==> config.mk <==
export PLATFORM = sky130hd
export DESIGN_NAME = pause_flow_ctrl
export DESIGN_NICKNAME = d
export VERILOG_FILES = /design/src/rtl/pfc_pkg.sv /design/src/rtl/pfc_mode.sv /design/src/rtl/pfc_watermark.sv /design/src/rtl/pfc_quanta_timer.sv /design/src/rtl/pause_flow_ctrl.sv
export SDC_FILE = /design/constraint.sdc
export NUM_CORES = 1
export LEC_CHECK = 0
export BUFFER_PORTS_ARGS = -buffer_cell sky130_fd_sc_hd__buf_2
export CORE_MARGIN = 1
export CORE_UTILIZATION = 54
export CTS_CLUSTER_DIAMETER = 100
export DETAILED_ROUTE_END_ITERATION = 8
export PLACE_DENSITY_LB_ADDON = 0.3
export SLEW_MARGIN = 40
export SYNTH_ARGS = -nofsm -noshare
export SYNTH_HDL_FRONTEND = slang
export SYNTH_SLANG_ARGS = --single-unit
export TNS_END_PERCENT = 5
==> constraint.sdc <==
create_clock -name clk -period 2.5 [get_ports clk]
set_clock_uncertainty 0.15 [all_clocks]
set_input_delay 0.25 -clock clk [delete_from_list [all_inputs] [get_ports clk]]
set_output_delay 0.25 -clock clk [all_outputs]
set_load 0.05 [all_outputs]
==> src/rtl/pfc_pkg.sv <==
package pfc_pkg;

  localparam int QUANTA_BITS = 16;
  localparam logic [QUANTA_BITS-1:0] PAUSE_MAX = 16'hFFFF;

  typedef enum logic {
    FC_FLOWING = 1'b0,
    FC_PAUSED  = 1'b1
  } fc_state_e;

endpackage

==> src/rtl/pfc_mode.sv <==
module pfc_mode (
  input  logic full_duplex,
  input  logic sym_pause_en,
  input  logic asym_pause_en,
  output logic gen_en,
  output logic acc_en
);

  // Generation needs symmetric capability; acceptance needs either one.
  always_comb begin
    gen_en = full_duplex & sym_pause_en;
    acc_en = full_duplex & (sym_pause_en | asym_pause_en);
  end

endmodule

==> src/rtl/pfc_watermark.sv <==
module pfc_watermark
  import pfc_pkg::*;
#(
  parameter int FILL_W   = 12,
  parameter int QUANTA_W = 16,
  parameter int HIGH_G   = 512,
  parameter int LOW_G    = 256,
  parameter int HIGH_S   = 128,
  parameter int LOW_S    = 64
) (
  input  logic                clk,
  input  logic                rst_n,
  input  logic                gige_mode,
  input  logic                gen_en,
  input  logic [FILL_W-1:0]   rx_fill,
  output logic                req,
  output logic [QUANTA_W-1:0] quanta
);

  localparam logic [FILL_W-1:0] HIGH_G_V = FILL_W'(HIGH_G);
  localparam logic [FILL_W-1:0] LOW_G_V  = FILL_W'(LOW_G);
  localparam logic [FILL_W-1:0] HIGH_S_V = FILL_W'(HIGH_S);
  localparam logic [FILL_W-1:0] LOW_S_V  = FILL_W'(LOW_S);

  fc_state_e           st_q, st_d;
  logic                req_q, req_d;
  logic [QUANTA_W-1:0] qa_q, qa_d;
  logic [FILL_W-1:0]   high_mark, low_mark;
  logic                st_en;

  always_comb begin
    high_mark = gige_mode ? HIGH_G_V : HIGH_S_V;
    low_mark  = gige_mode ? LOW_G_V  : LOW_S_V;
  end

  always_comb begin
    st_d  = st_q;
    req_d = 1'b0;
    qa_d  = '0;
    if (!gen_en) begin
      st_d = FC_FLOWING;
    end else begin
      case (st_q)
        FC_FLOWING: begin
          if (rx_fill >= high_mark) begin
            st_d  = FC_PAUSED;
            req_d = 1'b1;
            qa_d  = QUANTA_W'(PAUSE_MAX);
          end
        end
        FC_PAUSED: begin
          if (rx_fill < low_mark) begin
            st_d  = FC_FLOWING;
            req_d = 1'b1;
          end
        end
        default: st_d = FC_FLOWING;
      endcase
    end
  end

  assign st_en = (st_d != st_q);

  always_ff @(posedge clk or negedge rst_n) begin
    if (!rst_n) begin
      st_q <= FC_FLOWING;
    end else if (st_en) begin
      st_q <= st_d;
    end
  end

  always_ff @(posedge clk or negedge rst_n) begin
    if (!rst_n) begin
      req_q <= 1'b0;
      qa_q  <= '0;
    end else begin
      req_q <= req_d;
      qa_q  <= qa_d;
    end
  end

  assign req    = req_q;
  assign quanta = qa_q;

endmodule

==> src/rtl/pfc_quanta_timer.sv <==
module pfc_quanta_timer #(
  parameter int QUANTA_W = 16,
  parameter int QCYC_G   = 64,
  parameter int QCYC_S   = 640
) (
  input  logic                clk,
  input  logic                rst_n,
  input  logic                gige_mode,
  input  logic                acc_en,
  input  logic                load,
  input  logic [QUANTA_W-1:0] load_quanta,
  output logic                hold
);

  localparam int QCYC_MAX = (QCYC_G > QCYC_S) ? QCYC_G : QCYC_S;
  localparam int PRE_W    = (QCYC_MAX > 2) ? $clog2(QCYC_MAX) : 1;
  localparam logic [PRE_W-1:0] LIM_G = PRE_W'(QCYC_G - 1);
  localparam logic [PRE_W-1:0] LIM_S = PRE_W'(QCYC_S - 1);

  logic [QUANTA_W-1:0] tmr_q, tmr_d;
  logic [PRE_W-1:0]    pre_q, pre_d;
  logic [PRE_W-1:0]    limit;
  logic                running;
  logic                upd_en;

  always_comb begin
    limit   = gige_mode ? LIM_G : LIM_S;
    running = (tmr_q != '0);
  end

  always_comb begin
    tmr_d = tmr_q;
    pre_d = pre_q;
    if (!acc_en) begin
      tmr_d = '0;
      pre_d = '0;
    end else if (load) begin
      tmr_d = load_quanta;
      pre_d = '0;
    end else if (running) begin
      if (pre_q == limit) begin
        pre_d = '0;
        tmr_d = tmr_q - 1'b1;
      end else begin
        pre_d = pre_q + 1'b1;
      end
    end else begin
      pre_d = '0;
    end
  end

  assign upd_en = load | running | (pre_q != '0) | !acc_en;

  always_ff @(posedge clk or negedge rst_n) begin
    if (!rst_n) begin
      tmr_q <= '0;
      pre_q <= '0;
    end else if (upd_en) begin
      tmr_q <= tmr_d;
      pre_q <= pre_d;
    end
  end

  assign hold = running;

endmodule

==> src/rtl/pause_flow_ctrl.sv <==
module pause_flow_ctrl #(
  parameter int ENTRY_BYTES         = 8,
  parameter int FIFO_BYTES_GIGE     = 16384,
  parameter int FIFO_BYTES_SLOW     = 4096,
  parameter int QUANTUM_CYCLES_GIGE = 64,
  parameter int QUANTUM_CYCLES_SLOW = 640,
  parameter int QUANTA_W            = 16,
  localparam int ENTRIES_GIGE       = FIFO_BYTES_GIGE / ENTRY_BYTES,
  localparam int ENTRIES_SLOW       = FIFO_BYTES_SLOW / ENTRY_BYTES,
  localparam int ENTRIES_MAX        = (ENTRIES_GIGE > ENTRIES_SLOW) ? ENTRIES_GIGE : ENTRIES_SLOW,
  localparam int FILL_W             = $clog2(ENTRIES_MAX + 1)
) (
  input  logic                clk,
  input  logic                rst_n,
  input  logic                gige_mode,
  input  logic                full_duplex,
  input  logic                sym_pause_en,
  input  logic                asym_pause_en,
  input  logic [FILL_W-1:0]   rx_fill,
  input  logic                rx_pause_valid,
  input  logic [QUANTA_W-1:0] rx_pause_quanta,
  output logic                tx_pause_req,
  output logic [QUANTA_W-1:0] tx_pause_quanta,
  output logic                tx_hold
);

  localparam int HIGH_G = ENTRIES_GIGE / 4;
  localparam int LOW_G  = ENTRIES_GIGE / 8;
  localparam int HIGH_S = ENTRIES_SLOW / 4;
  localparam int LOW_S  = ENTRIES_SLOW / 8;

  logic gen_en;
  logic acc_en;

  pfc_mode u_mode (
    .full_duplex   (full_duplex),
    .sym_pause_en  (sym_pause_en),
    .asym_pause_en (asym_pause_en),
    .gen_en        (gen_en),
    .acc_en        (acc_en)
  );

  pfc_watermark #(
    .FILL_W   (FILL_W),
    .QUANTA_W (QUANTA_W),
    .HIGH_G   (HIGH_G),
    .LOW_G    (LOW_G),
    .HIGH_S   (HIGH_S),
    .LOW_S    (LOW_S)
  ) u_wm (
    .clk       (clk),
    .rst_n     (rst_n),
    .gige_mode (gige_mode),
    .gen_en    (gen_en),
    .rx_fill   (rx_fill),
    .req       (tx_pause_req),
    .quanta    (tx_pause_quanta)
  );

  pfc_quanta_timer #(
    .QUANTA_W (QUANTA_W),
    .QCYC_G   (QUANTUM_CYCLES_GIGE),
    .QCYC_S   (QUANTUM_CYCLES_SLOW)
  ) u_tmr (
    .clk         (clk),
    .rst_n       (rst_n),
    .gige_mode   (gige_mode),
    .acc_en      (acc_en),
    .load        (rx_pause_valid),
    .load_quanta (rx_pause_quanta),
    .hold        (tx_hold)
  );

endmodule

* Word-level counts from Yosys, hierarchy flattened
Cells that the tools add are included.
** Cells by class
- Add/subtract/negate cells :: 2
- Magnitude comparators :: 2
- Eq/ne operators :: 4
- Mux-type cells :: 21
- Bitwise logic cells :: 7
- Reduce and logical (&&, ||, !) cells :: 4
** Operator list (count)
- 16-bit 2-to-1 mux :: 7
- 10-bit 2-to-1 mux :: 6
- 16-bit nonzero test :: 1
- 16-bit by 1-bit subtractor with 16-bit output (second input constant) :: 1
- 12-bit greater-or-equal comparator :: 1
- 12-bit less-than comparator :: 1
- 10-bit by 1-bit adder with 10-bit output (second input constant) :: 1
- 10-bit == test :: 1
- 10-bit nonzero test :: 1
- 9-bit 2-to-1 mux :: 1
- 3-bit inequality test (second input constant) :: 2
- 1-bit 2-to-1 mux :: 5
- 1-bit OR :: 4
- 1-bit case mux with 2 select lines :: 2
- 3-bit AND reduction :: 1
- 1-bit AND :: 2
- 1-bit logical NOT :: 1
- 1-bit inequality test :: 1
- 1-bit inverter :: 1
** Storage, ports and cells
- Flip-flop bits (word level) :: 44
- Input bits :: 35
- Output and inout bits :: 18
- Logic and storage cells :: 45

* Logic depth before layout (Yosys ltp)
Gate-level depths: netlist of the first run.
- Depth in word-level cells :: 6
- Mapped depth :: 7
- Depth with buffers taken out :: 6

* Hierarchy
A second synthesis of the first run with hierarchy kept.
** Unflattened totals
- Cell total of the unflattened synthesis :: 244
- Area total of the unflattened synthesis :: 2100.8 sq um
** By module, submodules not included
- pfc_quanta_timer :: times used 1, cells each 201, area each 1741.7 sq um, seq. area each 650.6 sq um
- pfc_watermark :: times used 1, cells each 41, area each 344.1 sq um, seq. area each 75.1 sq um
- pfc_mode :: times used 1, cells each 2, area each 15.0 sq um, seq. area each 0.0 sq um

* Worst setup path before layout of the first run
Ideal clock, no wire load.
- Path type :: register -> register
- Start :: register u_tmr.tmr_q[0]
- End :: register u_tmr.pre_q[0]
- Library setup time :: 99 ps
- Arrival time :: 1992 ps
- Data required time :: 2251 ps
- Setup slack :: 259 ps
- Stages on the path, launching flop included :: 8
- Buffers on the path :: 1
- Clock period less this slack :: 2241 ps
- Cells stage by stage :: dfrtp_1 > inv_1 > ha_1 > or3b_1 > buf_2 > nor2_1 > nand2_1 > o31ai_1
** On the way
- Cells in the longest elaborated chain, start to end :: 4
- Elaborated cells between the ends (all ways) :: 7
- Those cells by class :: mux (3); bitwise (3); reduce/logical (1)
** Ends and longest elaborated chain
- start: declaration :: line pfc_quanta_timer.sv:20 : logic [QUANTA_W-1:0] tmr_q, tmr_d;
- start signal: assignment :: line pfc_quanta_timer.sv:59 : tmr_q <= tmr_d;
- 16-bit nonzero test (*) :: line pfc_quanta_timer.sv:28 : running = (tmr_q != '0);
- named net tx_hold :: line pause_flow_ctrl.sv:24 : output logic tx_hold
- 10-bit 2-to-1 mux or 1-bit OR (tied branches) :: line pfc_quanta_timer.sv:40, pfc_quanta_timer.sv:52
- 10-bit 2-to-1 mux or 1-bit OR (tied branches) :: line pfc_quanta_timer.sv:37, pfc_quanta_timer.sv:52
- 10-bit 2-to-1 mux or 1-bit OR (tied branches) :: line pfc_quanta_timer.sv:34, pfc_quanta_timer.sv:52
- end signal: assignment :: line pfc_quanta_timer.sv:60 : pre_q <= pre_d;
- end: declaration :: line pfc_quanta_timer.sv:21 : logic [PRE_W-1:0] pre_q, pre_d;
Mark *: on every way through the listed nets, which the timed path passes. The rest lies on a longest branch.
A chain may end at the register's enable or synchronous reset.

* Final worst setup path of the first run
- Start :: register u_tmr.tmr_q[0]
- End :: output tx_hold
** On the way
- Cells in the longest elaborated chain, start to end :: 1
** Ends and longest elaborated chain (line)
- 16-bit nonzero test :: pfc_quanta_timer.sv:28
- end: declaration :: pause_flow_ctrl.sv:24
Every way passes these cells.

==> results.toml, run 1 <==
[run_status]
status = "finished clean"

[synth]
ys_async_sr_fraction = 1.00
avgSynthCellArea_sq_um = 8.78
synthAdderAreaFrac = 0.0342
synth-seq-area-share = 0.330
synth_cell_type_count = 56
synth-compound-area-share = 0.202
synth_top_family_by_area = "simple AND/OR/NAND/NOR gates"
synth-simple-area-share = 0.295
ys_ff_latch = 29
yosysWarnings = 0
synth_fp_nets = 291
synth_edf_count = 0
synth_flop_cell = "dfrtp_1"
syn_area_sq_um = 2200
syn_inst = 250
synthMuxAreaShare = 0.00456
synth_xor_area_frac = 0.0279

[critical_path]
cp-start-kind = "register"
path_max_fanout = 7
path_class = "register to output port"
cp.arrival_ns = 2.00
critPathRequiredTime_ns = 2.10
cp-end-kind = "output port"

[layout]
layout.nets = 331
layout.cells.non_filler = 339
utilization = 0.663
fillers = 326
register_area_sq_um = 726
area.growth.synth_to_final_pct = 13.8
layout-drive-gt1-share = 0.268
multiInputGateArea_sq_um = 1250
finalInstanceArea_sq_um = 2500
antenna_cells = 0

[floorplan]
start_util = 0.582
die_y_microns = 65.8
coreArea_sq_um = 3770
num_io_pins = 53
rows = 22
die_w_microns = 65.8
dieArea_sq_um = 4330

[global_route]
grt-ovfl-total = 0
grt_pass1_wl_microns = 8870
grt_pass1_vias = 1922
grt_use_total = 0.270
antenna_found_initial = 0
grt_max_degree = 30

[sta]
period_share = 0.960
grt_setup_unrepaired = "no"
hold_viol_final = 0
fin_crit_ns = 2.40
setup_tns_ns = 0
slew_headroom = 0.550
setup_viol = 0
drv_slew = 0
fmax_mhz = 417
whs_ns = 0.0813
worst_pin_slew_ns = 0.675

[power]
power_density_nw_per_um2 = 560
leakagePower_nw = 1.15
peakVddDrop_mv = 0.361

[placed_design]
placed_cells = 330
place_area_sq_um = 2390
dp_hpwl_microns = 3740
io_buffers = 52
routabilityCongestion = 0.891

[routing]
firstDrtPassIters = 5
drt_iter0_drc = 123
vias = 2120
routed_wl_microns = 5290
avgViaCountPerCell = 6.25
drc_errors = 0
drtAntennaViolNets = 0
wl_per_cell_microns = 15.6

[cts]
path_clk_slew_ns = 0.06
cts_tree = "done"
clkSinkCount = 29
cts-root-buf = "clkbuf_8"
cts_setup_buffers = 0
cts.htree.levels = 2
numCtsBuffers = 5
clock_latency_ns = 0.28
cts_max_path_buffers = 2

[run]
max_cap_violations = 0

[worst_hold_path]
hold_path.class = "input port to register"
[placed cells by master (no fill, tap or decap), drive strengths merged, types with 2 or more instances in the layout]
master / n
dfrtp: 29
o311a: 2
and3: 4
o211ai: 2
a31oi: 7
nor2: 19
nand2b: 4
buf: 60
nand4: 8
xnor2: 4
and4: 3
nand2: 13
nor4: 12
ha: 6
clkbuf: 8
o21ai: 7
a32o: 3
or3: 4
a211oi: 5
inv: 12
o22ai: 3
nor2b: 2
or4: 5
nand3: 8
a21oi: 8
nor3: 10
nor3b: 4
xor2: 3
o211a: 2
nor4b: 3
and2: 3
o2bb2ai: 7
o31ai: 5
[worst max-delay path, stage by stage, from the launching register on]
cell,delay (ns)
dfrtp_1,0.41
inv_1,0.10
ha_2,0.22
or3b_4,0.43
buf_4,0.18
nor2_4,0.12
nand2_2,0.09
buf_6,0.17
[flip-flops by register name, indices dropped and copies added (netlist names)]
name and flops:
u_tmr.pre_q 10, u_tmr.tmr_q 16, u_wm.st_q 1, u_wm.req 1
u_wm.quanta 1
[kinds of logic (layout without fill, tap and decap cells)]
family                     Yosys count  count (layout)
AOI/OAI and AO/OA                   60              60
xor gates and xnor gates             7               7
adders and majority gates            6               6
buffers and inverters               40              81
DFF                                 29              29
muxes                                1               1
and+or+nand+nor                    107             107
[repair_timing]
item	CTS	global route
hold endpoints to repair	29	0
endpoints found under the setup margin	1	1
resized for setup	4	3
hold buffers	1	0
[Yosys cell counts, types with 4 or more instances]
master,count,area share
nor3_1,10,0.023
a21oi_1,8,0.018
clkbuf_1,6,0.010
o31ai_1,5,0.017
nor4_1,9,0.026
and3_1,4,0.011
ha_1,6,0.034
inv_1,12,0.021
o2bb2ai_1,7,0.028
buf_4,15,0.051
dfrtp_1,29,0.33
a31oi_1,7,0.020
nor2_1,19,0.032
buf_2,4,0.0091
nand3_1,8,0.018
nand2_1,13,0.022
nand2b_1,4,0.011
or4_1,4,0.014
xnor2_1,4,0.016
nand4_1,7,0.020
o21ai_0,7,0.016
a211oi_1,5,0.017
[per-stage QoR]
stage,power (mW),setup WS [ns]
global route,1.47,0.0293
finish,1.40,0.0995
global placement,0.999,0.229
floorplan,0.903,0.259
detailed placement,1.01,0.171
CTS,1.39,0.0273
[layer usage]
metal / wire [microns] / part of all wire / up-vias / track usage
met1: 2350 / 0.45 / 1017 / 0.352
met2: 2560 / 0.48 / 76 / 0.435
met4: 74 / 0.014 / 0 / 0.117
li1: - / - / 1018 / -
met5: 0 / 0 / - / 0
met3: 299 / 0.057 / 9 / 0.0483
[layout make-up]
type,instances,share of cell area
clock buffers,8,0.0320
multi-input cells,181,0.501
repair buffers,61,0.135
inverters,12,0.0180
well taps,48,0.0240
flip-flops and latches,29,0.290
[power breakdown]
| part | leakage, nW | internal, mW | switching [mW] |
|---|---|---|---|
| combinational | 0.714 | 0.185 | 0.297 |
| sequential | 0.394 | 0.496 | 0.0447 |
| clock | 0.0395 | 0.197 | 0.180 |
| total | 1.15 | 0.878 | 0.521 |
[path summary, 6_finish.rpt]
path / startpoint / to / slack, ns / depth (start not counted)
setup / recovery: u_tmr.tmr_q[0]$_DFFE_PN0P_ / tx_hold / 0.1 / 7
hold / removal: sym_pause_en / u_wm.st_q$_DFFE_PN0P_ / 0.08 / 3
setup reg to reg: u_tmr.tmr_q[0]$_DFFE_PN0P_ / u_tmr.tmr_q[14]$_DFFE_PN0P_ / 0.22 / 7
hold reg to reg: u_tmr.tmr_q[1]$_DFFE_PN0P_ / u_tmr.tmr_q[1]$_DFFE_PN0P_ / 0.41 / 1
max in group asynchronous: rst_n / u_tmr.tmr_q[2]$_DFFE_PN0P_ / 1.37 / 2
min in group asynchronous: rst_n / u_tmr.pre_q[9]$_DFFE_PN0P_ / 0.39 / 2
Power figures use the tool's default switching activity.
==> run 2, diff against run 1 <==
--- a/config.mk
+++ b/config.mk
@@ -5,12 +5,15 @@
 export SDC_FILE = /design/constraint.sdc
 export NUM_CORES = 1
 export LEC_CHECK = 0
+export ABC_AREA = 1
 export BUFFER_PORTS_ARGS = -buffer_cell sky130_fd_sc_hd__buf_2
+export CELL_PAD_IN_SITES_DETAIL_PLACEMENT = 0
+export CELL_PAD_IN_SITES_GLOBAL_PLACEMENT = 1
 export CORE_MARGIN = 1
-export CORE_UTILIZATION = 54
+export CORE_UTILIZATION = 38
 export CTS_CLUSTER_DIAMETER = 100
 export DETAILED_ROUTE_END_ITERATION = 8
-export PLACE_DENSITY_LB_ADDON = 0.3
+export PLACE_DENSITY = 0.93
 export SLEW_MARGIN = 40
 export SYNTH_ARGS = -nofsm -noshare
 export SYNTH_HDL_FRONTEND = slang
==> results.toml, run 2 <==
[sta]
period_share = 0.928
hold_viol_final = 0
grt_setup_unrepaired = "no"
setup_viol = 0
setup_tns_ns = 0
fmax_mhz = 431
worst_pin_slew_ns = 0.686
fin_crit_ns = 2.32
slew_headroom = 0.543
drv_slew = 0

[power]
seqPwrFrac = 0.389
peakVddDrop_mv = 0.304
switching_share = 0.391
combPwrFrac = 0.334
clock_power_share = 0.277
switchingPower_mw = 0.542
power_density_nw_per_um2 = 531
leakagePower_nw = 1.49
p_int_mw = 0.846
finalPower_mw = 1.39

[routing]
drtAntennaViolNets = 0
wl_per_cell_microns = 10.9
routed_wl_microns = 5140
drt_iter0_drc = 91
firstDrtPassIters = 4
drc_errors = 0
vias = 2212
avgViaCountPerCell = 4.69

[layout]
area.growth.synth_to_final_pct = 13.3
layout-drive-gt1-share = 0.207
finalInstanceArea_sq_um = 2620
top_regs = "u_tmr.tmr_q (16), u_tmr.pre_q (10)"
top_register = "u_tmr.tmr_q"
layout.cells.non_filler = 472
largest_reg_flops = 16
multiInputGateArea_sq_um = 1240
utilization = 0.444
final_common_cell = "nand2_1"
register_area_sq_um = 726
layout.nets = 437
fillers = 628
antenna_cells = 0
final_cell_mix = "nand2_1 (122), buf_2 (51), inv_1 (44)"

[global_route]
grt_util_met3 = 0.0320
grt_use_total = 0.179
gr-usage-met2 = 0.309
grt_pass1_wl_microns = 8980
antenna_found_initial = 0
grt_pass1_vias = 2048
grt-ovfl-total = 0
grt_util_met1 = 0.227
grt_max_degree = 30
grt.busiest_layer = "met2"

[cts]
numCtsBuffers = 5
cts_tree = "done"
clkSinkCount = 29
path_clk_slew_ns = 0.07
cts_max_path_buffers = 2
clock_latency_ns = 0.28
cts.htree.levels = 2
cts-root-buf = "clkbuf_8"

[synth]
synth_most_common_cell = "nand2_1"
synth_fp_nets = 396
syn_inst = 355
ys_top_cells_by_area = "dfrtp_1 (31%), nand2_1 (20%), inv_1 (7.2%), nor2_1 (6.5%), nand3_1 (5.9%)"
synth-seq-area-share = 0.314
ys_ff_latch = 29
avgSynthCellArea_sq_um = 6.50
syn_area_sq_um = 2310
yosys-top-cells-count = "nand2_1 (122), inv_1 (44), nor2_1 (40)"
synth_flop_cell = "dfrtp_1"
synth_edf_count = 0
synth_top_area_frac = 0.314
yosysWarnings = 0
ys_async_sr_fraction = 1.00
synth.largest_area_cell = "dfrtp_1"
synth_cell_type_count = 32

[floorplan]
rows = 28
die_y_microns = 79.9
num_io_pins = 53
coreArea_sq_um = 5890
start_util = 0.392
dieArea_sq_um = 6390
die_w_microns = 79.9

[placed_design]
dp_hpwl_microns = 3870
placed_cells = 461
routabilityCongestion = 0.840
io_buffers = 52
place_area_sq_um = 2500

[critical_path]
timing.rr.start = "u_tmr.tmr_q[0]$_DFFE_PN0P_"
cp.arrival_ns = 1.92
r2r_slack_ns = 0.45
cp-start-kind = "register"
reg2reg_depth = 8
path_max_fanout = 7
cp-end-kind = "output port"
worstReg2RegEnd = "u_tmr.tmr_q[8]$_DFFE_PN0P_"
path_class = "register to output port"
critPathRequiredTime_ns = 2.10

[worst_hold_path]
hold_path.class = "input port to register"
min-delay-start = "rx_pause_quanta[11]"
whs_path_depth = 5
min_to = "u_tmr.tmr_q[11]$_DFFE_PN0P_"

[run]
max_cap_violations = 0

[run_status]
status = "finished clean"
[run 2: changes by cell type after synthesis, moves of 7 or more]
cell	before	now
inv_1	12	44
nand2_2	0	7
o21ai_0	7	14
nor2_1	19	40
o2bb2ai_1	7	0
nand2_1	13	122
nor4_1	9	2
nand3_1	8	27
[run 2: worst max-delay path by stage]
stage | endpoint | from | cells after the start | slack (ns)
finish | tx_hold | u_tmr.tmr_q[0]$_DFFE_PN0P_ | 8 | 0.18
global route | tx_hold | u_tmr.tmr_q[0]$_DFFE_PN0P_ | 8 | 0.02
CTS | tx_hold | u_tmr.tmr_q[0]$_DFFE_PN0P_ | 8 | 0.13
detailed placement | tx_hold | u_tmr.tmr_q[0]$_DFFE_PN0P_ | 8 | 0.45
global placement | tx_hold | u_tmr.tmr_q[0]$_DFFE_PN0P_ | 8 | 0.48
floorplan | u_tmr.pre_q[0]$_DFFE_PN0P_ | u_tmr.tmr_q[0]$_DFFE_PN0P_ | 9 | 0.32
[run 2: power groups by stage]
stage                     logic, mW  clock network [mW]  registers, mW
after CTS                     0.456               0.396          0.539
after floorplan               0.360                   0          0.546
after global routing          0.530               0.420          0.546
final                         0.464               0.384          0.540
after detailed placement      0.453                   0          0.547
after global placement        0.448                   0          0.546
[run 2: metrics by stage]
step | setup WS (ns) | hold slack, ns
floorplan | 0.321 | -0.196
global placement | 0.477 | 0.185
detailed placement | 0.447 | 0.189
CTS | 0.128 | 0.102
global route | 0.0221 | 0.114
finish | 0.180 | 0.105
[run 2: cell families (layout without fill, tap and decap cells)]
| family | Yosys count | count (layout) | synth area share |
|---|---|---|---|
| fa+ha+maj | 6 | 6 | 0.0325 |
| xor+xnor | 6 | 6 | 0.0228 |
| simple gates | 222 | 222 | 0.421 |
| buf+inv | 67 | 109 | 0.146 |
| compound gates | 25 | 25 | 0.0634 |
| flops | 29 | 29 | 0.314 |
[run 2: routing by layer]
layer  share of wire  wire, microns
met1            0.48           2460
met2            0.46           2380
met3           0.045            233
met4           0.012             60
met5               0              0
[run 2: worst max-delay path, cell delays in order, from the launching register on]
cell,delay [ns]
dfrtp_1,0.42
inv_1,0.16
ha_1,0.23
nand2_2,0.13
nor2_4,0.17
nand2_1,0.06
nor2_1,0.08
nand3_1,0.15
buf_4,0.24
[run 2: layout make-up]
class / instances / area share
Timing Repair Buffer: 56 / 0.113
Tap cell: 75 / 0.0359
Inverter: 45 / 0.0646
Sequential cell: 29 / 0.278
Clock buffer: 5 / 0.0263
Multi-Input combinational cell: 259 / 0.476
Clock inverter: 3 / 0.00670
[run 2: repair_timing]
action,CTS,global route
setup endpoints to repair,0,1
buffers inserted,0,2
endpoints found under the hold margin,29,0
resized for setup,0,2
hold buffers,1,0
